### config.mk
export PLATFORM = sky130hd
export DESIGN_NAME = int_divider
export DESIGN_NICKNAME = d
export VERILOG_FILES = /design/src/rtl/div_pkg.sv /design/src/rtl/div_corner.sv /design/src/rtl/div_iter.sv /design/src/rtl/div_flags.sv /design/src/rtl/int_divider.sv
export SDC_FILE = /design/constraint.sdc
export NUM_CORES = 1
export LEC_CHECK = 0
export ABC_CLOCK_PERIOD_IN_PS = 12600
export BUFFER_PORTS_ARGS = -buffer_cell sky130_fd_sc_hd__buf_4
export CAP_MARGIN = 20
export CORE_ASPECT_RATIO = 2
export CORE_MARGIN = 2
export CORE_UTILIZATION = 23
export DETAILED_ROUTE_END_ITERATION = 8
export PLACE_DENSITY = 0.38
export SETUP_SLACK_MARGIN = 0.5
export SLEW_MARGIN = 20
export SYNTH_ARGS = -nofsm -noshare
export SYNTH_HDL_FRONTEND = slang
export SYNTH_HIERARCHICAL = 1
export SYNTH_SLANG_ARGS = --single-unit
### constraint.sdc
create_clock -name clk -period 12.6 [get_ports clk]
set_clock_uncertainty 0.05 [all_clocks]
set_input_delay 2.52 -clock clk [delete_from_list [all_inputs] [get_ports clk]]
set_output_delay 2.52 -clock clk [all_outputs]
set_load 0.1 [all_outputs]
### src/rtl/div_pkg.sv
// Package: shared types for the iterative divider.
// Assumes: operand width is fixed per instance by the WIDTH parameter.
package div_pkg;
    // Condition field layout, most significant bit first.
    typedef struct packed {
        logic neg;
        logic pos;
        logic zero;
        logic summ;
    } cond_t;
endpackage

### src/rtl/div_corner.sv
// Module: div_corner
// Detects the operand pairs that have no representable quotient and
// supplies their fixed result. Purely combinational.
// Assumes: operands are sampled with the start pulse by the caller.
module div_corner #(
    parameter int WIDTH = 32
) (
    input  logic [WIDTH-1:0] num_i,
    input  logic [WIDTH-1:0] den_i,
    input  logic             sgn_i,
    output logic             ovf_case_o,
    output logic [WIDTH-1:0] fixed_q_o
);
    localparam logic [WIDTH-1:0] MOST_NEG = {1'b1, {(WIDTH-1){1'b0}}};
    localparam logic [WIDTH-1:0] ALL_ONES = {WIDTH{1'b1}};

    logic den_zero;
    logic neg_by_m1;

    // Classify the operand pair.
    always_comb begin
        den_zero   = (den_i == '0);
        neg_by_m1  = sgn_i && (num_i == MOST_NEG) && (den_i == ALL_ONES);
        ovf_case_o = den_zero || neg_by_m1;
    end

    // Fixed result: sign of the dividend spread on signed divide by zero.
    always_comb begin
        if (den_zero && sgn_i)
            fixed_q_o = {WIDTH{num_i[WIDTH-1]}};
        else
            fixed_q_o = '0;
    end
endmodule

### src/rtl/div_iter.sv
// Module: div_iter
// Radix-2 restoring divider on operand magnitudes; one quotient bit per
// cycle for WIDTH cycles. Exposes the final magnitude in its last cycle.
// Assumes: load is only raised while busy_o is low and the divisor is
// non-zero.
module div_iter #(
    parameter int WIDTH = 32
) (
    input  logic             clk,
    input  logic             rst_n,
    input  logic             load_i,
    input  logic             sgn_i,
    input  logic [WIDTH-1:0] num_i,
    input  logic [WIDTH-1:0] den_i,
    output logic             busy_o,
    output logic             last_o,
    output logic             neg_o,
    output logic [WIDTH-1:0] mag_o
);
    localparam int CW = $clog2(WIDTH + 1);
    localparam logic [CW-1:0] STEPS = CW'(WIDTH);
    localparam logic [CW-1:0] ONE   = CW'(1);

    logic [WIDTH-1:0] rem_q, dq_q, dvs_q;
    logic [CW-1:0]    cnt_q;
    logic [WIDTH:0]   shifted, diff;
    logic             qbit;
    logic [WIDTH-1:0] rem_n, dq_n;
    logic [WIDTH-1:0] num_abs, den_abs;

    // Magnitudes of the incoming operands.
    always_comb begin
        num_abs = (sgn_i && num_i[WIDTH-1]) ? (~num_i + 1'b1) : num_i;
        den_abs = (sgn_i && den_i[WIDTH-1]) ? (~den_i + 1'b1) : den_i;
    end

    // One restoring step: shift in a dividend bit, trial subtract.
    always_comb begin
        shifted = {rem_q, dq_q[WIDTH-1]};
        diff    = shifted - {1'b0, dvs_q};
        qbit    = ~diff[WIDTH];
        rem_n   = qbit ? diff[WIDTH-1:0] : shifted[WIDTH-1:0];
        dq_n    = {dq_q[WIDTH-2:0], qbit};
    end

    // Iteration state: load on start, step while busy.
    always_ff @(posedge clk) begin
        if (!rst_n) begin
            rem_q  <= '0;
            dq_q   <= '0;
            dvs_q  <= '0;
            cnt_q  <= '0;
            neg_o  <= 1'b0;
            busy_o <= 1'b0;
        end else if (load_i) begin
            rem_q  <= '0;
            dq_q   <= num_abs;
            dvs_q  <= den_abs;
            cnt_q  <= STEPS;
            neg_o  <= sgn_i && (num_i[WIDTH-1] ^ den_i[WIDTH-1]);
            busy_o <= 1'b1;
        end else if (busy_o) begin
            rem_q <= rem_n;
            dq_q  <= dq_n;
            cnt_q <= cnt_q - ONE;
            if (cnt_q == ONE)
                busy_o <= 1'b0;
        end
    end

    // Final step marker and magnitude.
    always_comb begin
        last_o = busy_o && (cnt_q == ONE);
        mag_o  = dq_n;
    end
endmodule

### src/rtl/div_flags.sv
// Module: div_flags
// Holds the overflow flag, the sticky summary flag and the condition
// field, updated on each completion according to the recording enables.
// Assumes: fin_i is high for exactly the cycle a result is committed.
module div_flags #(
    parameter int WIDTH = 32
) (
    input  logic             clk,
    input  logic             rst_n,
    input  logic             fin_i,
    input  logic             oe_i,
    input  logic             rc_i,
    input  logic             ovf_case_i,
    input  logic             sov_clr_i,
    input  logic [WIDTH-1:0] res_i,
    output logic             ovf_o,
    output logic             sov_o,
    output div_pkg::cond_t   cond_o
);
    logic set_sov;
    logic sov_n;

    // Next summary value: a recorded overflow wins over a clear.
    always_comb begin
        set_sov = fin_i && oe_i && ovf_case_i;
        if (set_sov)
            sov_n = 1'b1;
        else if (sov_clr_i)
            sov_n = 1'b0;
        else
            sov_n = sov_o;
    end

    // Flag registers.
    always_ff @(posedge clk) begin
        if (!rst_n) begin
            ovf_o  <= 1'b0;
            sov_o  <= 1'b0;
            cond_o <= '0;
        end else begin
            sov_o <= sov_n;
            if (fin_i && oe_i)
                ovf_o <= ovf_case_i;
            if (fin_i && rc_i) begin
                cond_o.neg  <= res_i[WIDTH-1];
                cond_o.pos  <= !res_i[WIDTH-1] && (res_i != '0);
                cond_o.zero <= (res_i == '0);
                cond_o.summ <= sov_n;
            end
        end
    end
endmodule

### src/rtl/int_divider.sv
// Module: int_divider (top)
// Accepts a division on start, routes overflow cases to a one-cycle
// fixed-result path and others to the iterative core, applies the sign,
// registers the quotient and drives the completion pulse and flags.
// Assumes: operands and mode bits are valid in the cycle start is high.
module int_divider #(
    parameter int WIDTH = 32
) (
    input  logic             clk,
    input  logic             rst_n,
    input  logic             start,
    input  logic             signed_mode,
    input  logic             ovf_en,
    input  logic             rec_en,
    input  logic             sov_clr,
    input  logic [WIDTH-1:0] dividend,
    input  logic [WIDTH-1:0] divisor,
    output logic             busy,
    output logic             done,
    output logic [WIDTH-1:0] quotient,
    output logic             ovf,
    output logic             sov,
    output logic [3:0]       cond
);
    logic             accept, is_ovf, corner_fin, load, fin;
    logic             it_last, it_neg;
    logic [WIDTH-1:0] fixed_q, it_mag, res;
    logic             lat_oe, lat_rc, use_oe, use_rc;
    div_pkg::cond_t   cond_s;

    div_corner #(.WIDTH(WIDTH)) u_corner (
        .num_i      (dividend),
        .den_i      (divisor),
        .sgn_i      (signed_mode),
        .ovf_case_o (is_ovf),
        .fixed_q_o  (fixed_q)
    );

    // Acceptance and routing of a new operation.
    always_comb begin
        accept     = start && !busy;
        corner_fin = accept && is_ovf;
        load       = accept && !is_ovf;
    end

    div_iter #(.WIDTH(WIDTH)) u_iter (
        .clk    (clk),
        .rst_n  (rst_n),
        .load_i (load),
        .sgn_i  (signed_mode),
        .num_i  (dividend),
        .den_i  (divisor),
        .busy_o (busy),
        .last_o (it_last),
        .neg_o  (it_neg),
        .mag_o  (it_mag)
    );

    // Recording enables captured with an iterative operation.
    always_ff @(posedge clk) begin
        if (!rst_n) begin
            lat_oe <= 1'b0;
            lat_rc <= 1'b0;
        end else if (load) begin
            lat_oe <= ovf_en;
            lat_rc <= rec_en;
        end
    end

    // Completion select, result sign fix-up and enable choice.
    always_comb begin
        fin    = corner_fin || it_last;
        res    = corner_fin ? fixed_q : (it_neg ? (~it_mag + 1'b1) : it_mag);
        use_oe = corner_fin ? ovf_en : lat_oe;
        use_rc = corner_fin ? rec_en : lat_rc;
    end

    // Result register and completion pulse.
    always_ff @(posedge clk) begin
        if (!rst_n) begin
            done     <= 1'b0;
            quotient <= '0;
        end else begin
            done <= fin;
            if (fin)
                quotient <= res;
        end
    end

    div_flags #(.WIDTH(WIDTH)) u_flags (
        .clk        (clk),
        .rst_n      (rst_n),
        .fin_i      (fin),
        .oe_i       (use_oe),
        .rc_i       (use_rc),
        .ovf_case_i (corner_fin),
        .sov_clr_i  (sov_clr),
        .res_i      (res),
        .ovf_o      (ovf),
        .sov_o      (sov),
        .cond_o     (cond_s)
    );

    // Flatten the condition field onto the port.
    assign cond = cond_s;
endmodule

# Yosys cells after proc, flatten, opt, wreduce, memory -nomap -nowiden
# Index checks and enable logic that the tools add are counted.
# W data, S select, Z words.
op_classes:
  addsub: 5
  eq_ne: 3
  muxes: 17
  bitwise: 6
  n_reduce_logical: 24
op_table:
  columns: ["operator", "count"]
  rows:
  - ["$mux W32", 8]
  - ["$add A32 B1 Y32 const B", 3]
  - ["$not A32 Y32", 3]
  - ["$eq A32 B32 Y1 const B", 2]
  - ["$logic_not A32 Y1", 2]
  - ["$sub A33 B32 Y33", 1]
  - ["$reduce_bool A32 Y1", 1]
  - ["$logic_and A1 B1 Y1", 14]
  - ["$mux W6", 2]
  - ["$mux W1", 7]
  - ["$eq A6 B1 Y1 const B", 1]
  - ["$sub A6 B1 Y6 const B", 1]
  - ["$logic_not A1 Y1", 3]
  - ["$logic_or A1 B1 Y1", 2]
  - ["$not A1 Y1", 2]
  - ["$reduce_bool A2 Y1", 1]
  - ["$reduce_or A2 Y1", 1]
  - ["$xor A1 B1 Y1", 1]
word_totals:
  register_bits: 145
  output_inout_bits: 40
  elab_cells: 72

# Longest topological paths before layout
depth:
  word_depth: 9
  mapped_depth: 22
  depth_no_buf: 20

# Cells and area by module
# The synthesis kept the hierarchy.
by_module_without_submodules:
  columns: ["module", "n_inst", "cells_each", "area_per_inst_um2", "seq_area_each_um2"]
  rows:
  - ["div_iter", 1, 952, 7724.9, 2082.0]
  - ["int_divider", 1, 364, 2672.6, 700.7]
  - ["div_corner", 1, 66, 469.2, 0.0]
  - ["div_flags", 1, 36, 296.5, 120.1]

# Worst setup path after synthesis
# Ideal clock, no wire load.
synth_timing:
  path_type: "input to register"
  from: "input port divisor[21]"
  to: "register u_flags/cond_o[1] (netlist bit)"
  setup_ns: 0.116
  t_arrival_ns: 5.757
  setup_slack_ns: 6.677
  stages: 10
  cell_sequence: "nor4_1 nand4_1 nor3_1 buf_4 o21ai_0 nor4_1 or3_1 nor4_1 and3_1 a41o_1"
synth_rtl:
  columns: ["item", "line_no", "source"]
  rows:
  - ["from (decl)", "int_divider.sv:17", "input logic [WIDTH-1:0] divisor,"]
  - ["$logic_not A32 Y1", "div_corner.sv:22", "den_zero = (den_i == '0);"]
  - ["$logic_and A1 B1 Y1", "div_corner.sv:29", "if (den_zero && sgn_i)"]
  - ["$mux W32", "div_corner.sv:29", null]
  - ["net fixed_q[0]", "int_divider.sv:27", "logic [WIDTH-1:0] fixed_q, it_mag, res;"]
  - ["$mux W32", "int_divider.sv:73", "res = corner_fin ? fixed_q : (it_neg ? (~it_mag + 1'b1) : it_mag);"]
  - ["$logic_not A32 Y1", "div_flags.sv:47", "cond_o.zero <= (res_i == '0);"]
  - ["to (decl)", "div_flags.sv:18", "output div_pkg::cond_t cond_o"]
# The timed path passes the listed nets, and every way through them passes these cells.
# A chain may end at the register's enable or synchronous reset.

# Worst setup path in the final report
layout_timing:
  from: "input port dividend[13]"
  to: "register u_flags/cond_o[1] (netlist bit)"
layout_between:
  elab_chain_len: 7
layout_lines:
  columns: ["item", "line_no", "source"]
  rows:
  - ["from (decl)", "int_divider.sv:16", "input logic [WIDTH-1:0] dividend,"]
  - ["$eq A32 B32 Y1 *", "div_corner.sv:23", "neg_by_m1 = sgn_i && (num_i == MOST_NEG) && (den_i == ALL_ONES);"]
  - ["$logic_and A1 B1 Y1 * (2 in series)", "div_corner.sv:23", null]
  - ["$logic_or A1 B1 Y1 *", "div_corner.sv:24", "ovf_case_o = den_zero || neg_by_m1;"]
  - ["net is_ovf", "int_divider.sv:25", "logic accept, is_ovf, corner_fin, load, fin;"]
  - ["$logic_and A1 B1 Y1 *", "int_divider.sv:42", "corner_fin = accept && is_ovf;"]
  - ["$mux W32, or another cell as far along", "int_divider.sv:73", null]
  - ["$logic_not A32 Y1 / $logic_and A1 B1 Y1 (equally long branches)", "div_flags.sv:47, div_flags.sv:44", null]
# Mark *: on every way through the listed nets, which the timed path passes. The rest lies on a longest branch.

==> flow_summary_export.csv <==
group,metric,value,unit
die,initial_core_util,0.232,
critical_path,r2r_cells,19,
timing,timing.final.crit_period,5970,ps
min_path,holdPathStages,2,
logic_synthesis,synth-edff-count,0,
clocking,cts_tree,"yes",
timing,setup_slack,6630,ps
grt,grt_overflow,0,
place,port_buffers,110,
critical_path,cp-end-kind,"flop",
min_path,hp-class,"flop to flop",
clocking,cts_hold_buffers,0,
clocking,ctsResizeCount,0,
timing,rsz0062_at_grt,"no",
power,peakVddDrop,0.0000545,V
timing,min_period_over_period,0.474,
critical_path,r2r_setup_slack,6650,ps
logic_synthesis,syn_avg_cell_area,7.87,um^2
place,dp.final_hpwl,30500,um
critical_path,cp_data_arrival_time,6270,ps
cells_and_area,syn2layout_area_growth,14.5,%
grt,grt_pass1_vias,10400,
critical_path,crit_path_start_kind,"input port",
die,num_io_pins,111,
job,max_cap_viol_count,0,
clocking,cts_max_level,4,
power,power,1.64,mW
cells_and_area,fin_nets,1525,
route,vias,10200,
die,rows,114,
route,avgViaCountPerCell,4.93,
route,antenna_left,0,
route,totalWireLength,39500,um
outcome,status,"complete, no violations",
die,core_region_area,48200,um^2
grt,grt.total_usage,0.157,
clocking,clk_latency,460,ps
clocking,cts_setup_buffers,0,
timing,fmax,0.167,GHz
logic_synthesis,synth_ff_type,"dfxtp_1",
cells_and_area,mostFrequentLayoutCells,"dfxtp_1 (144), nand2_1 (141), buf_4 (123), nor2_1 (97), a21oi_1 (96)",
cells_and_area,fin_cells,2069,
timing,max-slew-margin-rel,0.358,
clocking,clkTransAtPathRegs,60,ps
cells_and_area,post-route-util,0.265,
logic_synthesis,synth-compound-area-share,0.256,
place,gp_congestion,0.801,
route,routedWlPerCell,19.1,um
logic_synthesis,async_reset_ff_frac,0,
critical_path,crit_type,"input port to flop",
critical_path,critPathRequiredTime,12890,ps
place,pre_cts_ws,6080,ps
logic_synthesis,ys_seq_area_frac,0.260,
logic_synthesis,synth_warnings,6,
clocking,cts-root-buf,"clkbuf_16",
critical_path,worstPathMaxFanout,64,
logic_synthesis,ys_ff_latch,145,
die,die-area,50400,um^2
power,leakage,5.35,nW
place,placed_cell_area,12100,um^2
clocking,cts_sinks,145,
route,drtIter0Drc,566,
logic_synthesis,synth_nets,1527,
logic_synthesis,yosys.area_share.simple,0.221,
cells_and_area,final_common_cell,"dfxtp_1",
logic_synthesis,synth_fa_ha_area_frac,0.0433,
timing,whs,405,ps
timing,fin_setup_tns,0,ps
clocking,cts_buffers,17,
logic_synthesis,post_synth_inst_count,1418,
die,die-height,316,um
timing,finalSetupViolCount,0,
route,first_pass_iters,5,
grt,antenna_found_initial,4,
logic_synthesis,synth-xor-area-share,0.0721,
timing,hold_viol_final,0,
place,placedCellCount,2035,
logic_synthesis,synthMuxAreaShare,0.0560,
die,die_x,160,um
logic_synthesis,synth_cell_type_count,88,
cells_and_area,final_design_area_no_fill,12800,um^2
grt,grt_max_degree,74,
cells_and_area,layout-drive-gt1-share,0.133,
timing,max_slew.worst_pin.slew,955,ps
power,p_per_area,128,nW/um^2
logic_synthesis,synth_top_family_by_area,"compound AO/OA/AOI/OAI gates",
logic_synthesis,synth_area,11200,um^2
clocking,cts.path.max_buffers,2,
grt,grt_pass1_wl,60500,um
route,drc,0,
timing,drv_slew,0,
-- final timing paths --
path,from,endpoint
max,dividend[13],u_flags/cond_o[1]
min,quotient[21],quotient[21]
max reg2reg,u_iter/dq_q[31],u_flags/cond_o[1]
min reg2reg,quotient[21],quotient[21]
-- sequential cells by signal, summed over array words and instances, names as in the netlist --
signal	cells
done	1
u_iter/cnt_q	6
u_iter/neg_o	1
u_iter/dq_q	32
u_iter/busy_o	1
u_flags/sov_o	1
quotient	32
u_flags/ovf_o	1
u_flags/cond_o	4
u_iter/rem_q	32
lat_rc	1
lat_oe	1
u_iter/dvs_q	32
-- worst max-delay path, cell delays in order --
cell	delay (ps)
buf_4	140
nor4_1	680
nand4_1	210
nor4_2	270
a41o_1	250
nand3b_1	90
buf_4	320
inv_1	270
buf_4	350
nor2_1	90
inv_1	420
nand2_1	190
and3_1	240
a41o_1	190
-- kinds of logic (layout without fill, tap and decap cells) --
group / after synthesis / in the layout
simple gates: 477 / 477
mux: 62 / 62
xor+xnor: 91 / 91
buf+inv: 202 / 213
compound gates: 403 / 403
fa+ha+maj: 38 / 38
other cells: 0 / 2
flops: 145 / 145
-- cells in the mapped netlist (21+ instances only) --
library cell  number  area [um^2]
o21ai_0           72          360
buf_4             64          480
nand2_1          141          529
xnor2_1           38          333
mux2i_1           61          611
a21oi_1           96          480
nor4_1            32          200
xor2_1            52          455
ha_1              37          463
nor3_1            29          145
or3_1             21          131
dfxtp_1          145         2900
nor2_1            97          364
clkbuf_1          67          251
nand3_1           32          160
inv_1             57          214
o211a_1           54          541
-- routing by layer --
metal  share of wire  GRT usage  up-vias
met3           0.026     0.0237       69
met4           0.041     0.0751        6
met1            0.37      0.155     4803
met2            0.56      0.316      197
met5          0.0012          0        -
li1                -          -     5128
-- layout make-up --
cell class	count	area [um^2]
Tap cell	638	798
Multi-Input combinational cell	1071	7270
Sequential cell	145	2910
Timing Repair Buffer	123	923
Inverter	58	218
Clock inverter	12	205
Antenna cell	2	5.00
Fill cell	5447	35400
Clock buffer	20	458
-- report_power, final --
part,leakage (nW),total [mW],switching (mW),internal [mW]
registers,1.19,0.531,0.0414,0.489
clock network,0.316,0.585,0.221,0.364
logic,3.84,0.524,0.309,0.214
Note: power is estimated with default switching activity, not from simulation.
